===== config.mk =====
export PLATFORM = sky130hd
export DESIGN_NAME = mc_ctrl_fsm
export DESIGN_NICKNAME = d
export VERILOG_FILES = /design/src/rtl/mc_ctrl_pkg.sv /design/src/rtl/mc_ctrl_next.sv /design/src/rtl/mc_ctrl_decode.sv /design/src/rtl/mc_ctrl_fsm.sv
export SDC_FILE = /design/constraint.sdc
export NUM_CORES = 1
export LEC_CHECK = 0
export BUFFER_PORTS_ARGS = -buffer_cell sky130_fd_sc_hd__buf_2
export CORE_MARGIN = 2
export CORE_UTILIZATION = 30
export DETAILED_ROUTE_END_ITERATION = 10
export PLACE_DENSITY_LB_ADDON = 0.15
export SLEW_MARGIN = 20
export SYNTH_ARGS = -nofsm -noshare
export SYNTH_HDL_FRONTEND = slang
export SYNTH_HIERARCHICAL = 1
export SYNTH_SLANG_ARGS = --single-unit

===== constraint.sdc =====
create_clock -name clk -period 1.69 [get_ports clk]
set_input_delay 0.2535 -clock clk [delete_from_list [all_inputs] [get_ports clk]]
set_output_delay 0.2535 -clock clk [all_outputs]
set_load 0.005 [all_outputs]

===== src/rtl/mc_ctrl_pkg.sv =====
package mc_ctrl_pkg;

  localparam int ST_W  = 4;
  localparam int OPC_W = 6;

  typedef enum logic [ST_W-1:0] {
    ST_FETCH  = 4'd0,
    ST_DECODE = 4'd1,
    ST_MADDR  = 4'd2,
    ST_MREAD  = 4'd3,
    ST_LWB    = 4'd4,
    ST_MWRITE = 4'd5,
    ST_REXEC  = 4'd6,
    ST_RDONE  = 4'd7,
    ST_BRANCH = 4'd8,
    ST_JUMP   = 4'd9
  } step_t;

  typedef struct packed {
    logic       mem_read;
    logic       mem_write;
    logic       addr_sel;
    logic       ir_load;
    logic       reg_write;
    logic       dst_sel;
    logic       wb_sel;
    logic       alu_a_sel;
    logic [1:0] alu_b_sel;
    logic [1:0] alu_op;
    logic [1:0] pc_src_sel;
    logic       pc_load;
    logic       pc_load_cond;
  } ctrl_t;

  localparam int CTRL_W = $bits(ctrl_t);

endpackage


===== src/rtl/mc_ctrl_next.sv =====
module mc_ctrl_next
  import mc_ctrl_pkg::*;
#(
  parameter logic [OPC_W-1:0] OP_LOAD  = 6'h23,
  parameter logic [OPC_W-1:0] OP_STORE = 6'h2B,
  parameter logic [OPC_W-1:0] OP_RR    = 6'h00,
  parameter logic [OPC_W-1:0] OP_BR    = 6'h04,
  parameter logic [OPC_W-1:0] OP_JMP   = 6'h02
) (
  input  step_t             cur,
  input  logic [OPC_W-1:0]  opcode,
  output step_t             nxt
);

  always_comb begin
    nxt = ST_FETCH;
    unique case (cur)
      ST_FETCH:  nxt = ST_DECODE;
      ST_DECODE: begin
        if (opcode == OP_LOAD || opcode == OP_STORE) nxt = ST_MADDR;
        else if (opcode == OP_RR)                    nxt = ST_REXEC;
        else if (opcode == OP_BR)                    nxt = ST_BRANCH;
        else if (opcode == OP_JMP)                   nxt = ST_JUMP;
        else                                         nxt = ST_FETCH;
      end
      ST_MADDR:  nxt = (opcode == OP_LOAD) ? ST_MREAD : ST_MWRITE;
      ST_MREAD:  nxt = ST_LWB;
      ST_REXEC:  nxt = ST_RDONE;
      default:   nxt = ST_FETCH;
    endcase
  end

endmodule


===== src/rtl/mc_ctrl_decode.sv =====
module mc_ctrl_decode
  import mc_ctrl_pkg::*;
(
  input  step_t st,
  output ctrl_t ctl
);

  always_comb begin
    ctl = '0;
    unique case (st)
      ST_FETCH: begin
        ctl.mem_read  = 1'b1;
        ctl.ir_load   = 1'b1;
        ctl.alu_b_sel = 2'b01;
        ctl.pc_load   = 1'b1;
      end
      ST_DECODE: ctl.alu_b_sel = 2'b11;
      ST_MADDR: begin
        ctl.alu_a_sel = 1'b1;
        ctl.alu_b_sel = 2'b10;
      end
      ST_MREAD: begin
        ctl.mem_read = 1'b1;
        ctl.addr_sel = 1'b1;
      end
      ST_LWB: begin
        ctl.reg_write = 1'b1;
        ctl.wb_sel    = 1'b1;
      end
      ST_MWRITE: begin
        ctl.mem_write = 1'b1;
        ctl.addr_sel  = 1'b1;
      end
      ST_REXEC: begin
        ctl.alu_a_sel = 1'b1;
        ctl.alu_op    = 2'b10;
      end
      ST_RDONE: begin
        ctl.reg_write = 1'b1;
        ctl.dst_sel   = 1'b1;
      end
      ST_BRANCH: begin
        ctl.alu_a_sel    = 1'b1;
        ctl.alu_op       = 2'b01;
        ctl.pc_src_sel   = 2'b01;
        ctl.pc_load_cond = 1'b1;
      end
      ST_JUMP: begin
        ctl.pc_src_sel = 2'b10;
        ctl.pc_load    = 1'b1;
      end
      default: ctl = '0;
    endcase
  end

endmodule


===== src/rtl/mc_ctrl_fsm.sv =====
module mc_ctrl_fsm
  import mc_ctrl_pkg::*;
#(
  parameter logic [OPC_W-1:0] OP_LOAD  = 6'h23,
  parameter logic [OPC_W-1:0] OP_STORE = 6'h2B,
  parameter logic [OPC_W-1:0] OP_RR    = 6'h00,
  parameter logic [OPC_W-1:0] OP_BR    = 6'h04,
  parameter logic [OPC_W-1:0] OP_JMP   = 6'h02
) (
  input  logic             clk,
  input  logic             rst,
  input  logic [OPC_W-1:0] opcode,
  output logic             mem_read,
  output logic             mem_write,
  output logic             addr_sel,
  output logic             ir_load,
  output logic             reg_write,
  output logic             dst_sel,
  output logic             wb_sel,
  output logic             alu_a_sel,
  output logic [1:0]       alu_b_sel,
  output logic [1:0]       alu_op,
  output logic [1:0]       pc_src_sel,
  output logic             pc_load,
  output logic             pc_load_cond
);

  step_t state_q;
  step_t state_d;
  step_t state_step;
  ctrl_t ctrl_d;
  ctrl_t ctrl_q;

  mc_ctrl_next #(
    .OP_LOAD (OP_LOAD),
    .OP_STORE(OP_STORE),
    .OP_RR   (OP_RR),
    .OP_BR   (OP_BR),
    .OP_JMP  (OP_JMP)
  ) u_next (
    .cur   (state_q),
    .opcode(opcode),
    .nxt   (state_step)
  );

  // Reset folds into the next-state path so one decoder serves both.
  assign state_d = rst ? ST_FETCH : state_step;

  // Outputs are decoded from the next state and registered beside it,
  // so they reflect the current state without a decode stage after the flops.
  mc_ctrl_decode u_dec (
    .st (state_d),
    .ctl(ctrl_d)
  );

  always_ff @(posedge clk) begin
    state_q <= state_d;
    ctrl_q  <= ctrl_d;
  end

  assign mem_read     = ctrl_q.mem_read;
  assign mem_write    = ctrl_q.mem_write;
  assign addr_sel     = ctrl_q.addr_sel;
  assign ir_load      = ctrl_q.ir_load;
  assign reg_write    = ctrl_q.reg_write;
  assign dst_sel      = ctrl_q.dst_sel;
  assign wb_sel       = ctrl_q.wb_sel;
  assign alu_a_sel    = ctrl_q.alu_a_sel;
  assign alu_b_sel    = ctrl_q.alu_b_sel;
  assign alu_op       = ctrl_q.alu_op;
  assign pc_src_sel   = ctrl_q.pc_src_sel;
  assign pc_load      = ctrl_q.pc_load;
  assign pc_load_cond = ctrl_q.pc_load_cond;

endmodule


Word level (Yosys, flattened, before mapping)
Index checks and enable logic that the tools add are counted.
Word-level totals
  output and inout bits: 16
  register bits after elaboration: 20
  input bits: 8
Operators by class
  equal/unequal tests: 17
  multiplexer cells: 20
  reduce and logical (&&, ||, !) cells: 9
Operators with widths (number)
  $eq 4x3->1 const B: 5
  $mux 4: 5
  $pmux 4 s5: 1
  $eq 4x2->1 const B: 4
  $eq 6x6->1 const B: 2
  $mux 1: 10
  $eq 4x1->1 const B: 2
  $eq 4x4->1 const B: 2
  $logic_not 4->1: 2
  $pmux 2 s2: 2
  $reduce_or 2->1: 4
  $eq 6x2->1 const B: 1
  $eq 6x3->1 const B: 1
  $logic_not 6->1: 1
  $pmux 2 s3: 1
  $mux 3: 1
  $reduce_or 3->1: 1
  $logic_or 1x1->1: 1

Longest topological paths before layout
  depth after elaboration: 10
  depth in mapped cells: 7
  mapped depth without buffers: 6

By module
The synthesis kept the hierarchy.
By module, submodules not included
  mc_ctrl_fsm: area an instance 425.4 um^2, times used 1, cells an instance 24
  mc_ctrl_decode: area an instance 201.4 um^2, times used 1, cells an instance 26
  mc_ctrl_next: area an instance 133.9 um^2, times used 1, cells an instance 20

Worst setup path after synthesis
OpenSTA, ideal clock, no wires.
  path kind: reg-to-reg
  from: reg state_q[1]
  to: reg ctrl_q (netlist bit addr_sel)
  arrival time: 1.567 ns
  cell stages (with the launch flop): 8
  path slack: 0.003 ns
  path buffers: 1
  required time: 1.570 ns
  path through: dfxtp_1 > inv_1 > or3_1 > o21ai_1 > nor2b_1 > buf_6 > xnor2_1 > nor3b_2
RTL lines
  start: declaration: RTL line mc_ctrl_fsm.sv:28  | step_t state_q;
  start signal: assignment: RTL line mc_ctrl_fsm.sv:57  | state_q <= state_d;
  end signal: assignment: RTL line mc_ctrl_fsm.sv:58  | ctrl_q <= ctrl_d;
  end: declaration: RTL line mc_ctrl_fsm.sv:32  | ctrl_t ctrl_q;

==> impl_metrics.toml <==
[yosys]
synth_area_um2 = 761
synth_seq_cells = 20
synth.avg_cell_area_um2 = 10.9
ys_warn_count = 6
synth_top_area_cell = "dfxtp_1"
synth-edff-count = 0
synth_flop_cell = "dfxtp_1"
async_flop_share_pct = 0
synthCells = 70
syn_nets = 78
yosysTopAreaCellShare_pct = 52.6
yosysUniqueCellTypes = 31
synthTopCellsByArea = "dfxtp_1 53%, nor3_1 5.3%, nor4b_2 3.9%, nor2b_1 3.3%, nor3b_2 3.3%"
synth_seq_area_share_pct = 52.6

[die]
die_width_um = 54.4
die_area_um2 = 2950
core-area_um2 = 2430
die_h_um = 54.4
row_count = 18
ios = 24
initial_core_util_pct = 31.3

[worst_setup_path]
cp.required_ns = 1.89
startpoint = "state_q[1]$_DFF_P_"
startpoint_type = "register"
critPathSlowestCell = "dfxtp_4"
critPathArrivalTime_ns = 1.80
worstReg2RegStart = "state_q[1]$_DFF_P_"
path_cells = "nor4b_4, o211ai_1, o21ai_1, nor2b_1, buf_4, buf_4, nor4b_4, o21bai_1"
crit_type = "reg2reg"
cp_max_fo = 5
cp_slowest_stage_delay_ns = 0.37
end_kind = "register"

[route]
drt_pass1_iterations = 4
wire_per_inst_um = 10.4
via_per_inst = 4.54
routed_wl_mm = 1.47
num_vias = 640
drt_drc_violations_left = 0
drt-initial-drc-count = 7
final_antenna_net_count = 0

[clock_network]
cts-root-buf = "clkbuf_4"
cts.sinks = 20
ctsHoldBuffers = 0
cts_max_level = 1
cts.clk_slew.worst_paths_ns = 0.10
numCtsBuffers = 3
cts_tree = "built"
ctsLongestPathBuffers = 2
clk-insertion-delay-late_ns = 0.30

[timing]
worstMarginPinSlew_ns = 0.268
hold_viol = 0
fin_crit_ns = 1.61
max_freq_mhz = 623
final_max_slew_viol_count = 0
finalSetupViolCount = 0
period_share_pct = 95.0
clock_skew_ns = 0.00247
max_slew_margin_pct = 81.9
rsz0062_at_grt = "yes"

[final_layout]
layout_common_cells = "23 x buf_2, 17 x dfxtp_1, 16 x buf_4, 8 x nor3_1, 4 x nor2_1"
finalNetCount = 120
postLayoutCellArea_um2 = 1130
area_growth_pct = 48.2
diodes = 0
post-route-util_pct = 46.3
finalNonFillerCells = 141
final_common_cell = "buf_2"
drive_gt1_share_pct = 51.4

[power_and_ir_drop]
seqPwrFrac_pct = 51.2
power_mw = 0.952
max-vdd-ir-drop_mv = 0.687
switching_share_pct = 19.1
power_switching_mw = 0.182
pwr-share-comb_pct = 8.8
p_leak_nw = 0.508
pwr-share-clk_pct = 40.0
powerDensity_nw_per_um2 = 844
internal_power_mw = 0.770

[worst_hold_path]
hold_start = "rst"
hp-class = "in2reg"

[placement]
port_buffers = 23
hpwl_mm = 1.08
place_inst = 133
placed_cell_area_um2 = 1010
gp_congestion = 0.795

[global_route]
antenna_found_initial = 0
gr-total-overflow = 0
grt_max_degree = 13
grt_pass1_wl_mm = 2.31
grtUsageTotal_pct = 11.2
grt_pass1_vias = 555

[run_status]
status = "complete, no violations"

[job]
max-cap-violations = 0
through the flow:
| stage | setup slack [ns] | hold slack [ns] | setup TNS [ns] |
|---|---|---|---|
| floorplan | 0.00309 | 0.347 | 0 |
| global placement | -0.0602 | 0.629 | -0.204 |
| detailed placement | -0.0362 | 0.632 | -0.0900 |
| CTS | 0.0105 | 0.311 | 0 |
| global route | -0.0580 | 0.325 | -0.192 |
| finish | 0.0844 | 0.313 | 0 |
cell families (layout without fill, tap and decap cells):
family / after synthesis / count (layout) / synth area share, %
compound gates: 8 / 8 / 7.40
xor+xnor: 4 / 4 / 5.59
buf+inv: 6 / 47 / 5.59
flops: 20 / 20 / 52.6
simple gates: 32 / 32 / 28.8
metal layers:
metal,GRT usage (%),wire length [µm]
met3,4.10,99
met5,0,0
met2,16.3,673
met1,14.2,670
met4,6.25,27
sequential cells by signal, indices dropped and copies added, names as in the netlist:
| name | cells |
|---|---|
| dst_sel | 1 |
| alu_a_sel | 1 |
| pc_src_sel | 2 |
| mem_write | 1 |
| alu_b_sel | 2 |
| pc_load | 1 |
| wb_sel | 1 |
| pc_load_cond | 1 |
| mem_read | 1 |
| state_q | 4 |
| addr_sel | 1 |
| alu_op | 2 |
| ir_load | 1 |
| reg_write | 1 |
cells in the mapped netlist (all sizes together), types with 2 or more instances:
cell,instances
xnor2,2
nor3b,3
nor3,8
nand2,2
nand2b,2
buf,5
nor4,2
nor2,4
nor2b,4
dfxtp,20
xor2,2
nor4b,3
what timing repair did:
| item | CTS | global route |
|---|---|---|
| buffers inserted | 0 | 4 |
| pin swaps | 0 | 3 |
| resized for setup | 2 | 7 |
| endpoints found under the setup margin | 5 | 10 |
| gates cloned | 0 | 0 |
| endpoints found under the hold margin | 0 | 0 |
layout make-up:
class / instances / area, µm²
timing repair buffer: 42 / 287
clock buffer: 3 / 22.5
sequential: 20 / 407
inverter: 1 / 3.75
clock inverter: 1 / 30.0
fill: 268 / 1310
multi-input combinational: 44 / 340
tap: 30 / 37.5
worst max-delay path, delay by kind of cell (launching register included):
kind	cells	cell delay, ns
DFF	1	0.37
buffers and inverters	2	0.29
AOI/OAI and AO/OA	3	0.37
and+or+nand+nor	3	0.47
power groups by stage:
| stage | combinational, mW | clock (mW) | sequential [mW] |
|---|---|---|---|
| detailed placement | 0.0784 | 0 | 0.499 |
| global placement | 0.0776 | 0 | 0.499 |
| CTS | 0.0789 | 0.393 | 0.489 |
| finish | 0.0838 | 0.380 | 0.488 |
| floorplan | 0.0348 | 0 | 0.500 |
| global route | 0.0932 | 0.410 | 0.489 |
worst paths after layout:
path | endpoint | slack [ns] | cells after the start
setup reg to reg | alu_a_sel$_DFF_P_ | 0.08 | 8
hold reg to reg | state_q[0]$_DFF_P_ | 0.77 | 3
setup / recovery | alu_a_sel$_DFF_P_ | 0.08 | 8
hold / removal | state_q[0]$_DFF_P_ | 0.31 | 3
Note: power is estimated with default switching activity, not from simulation.
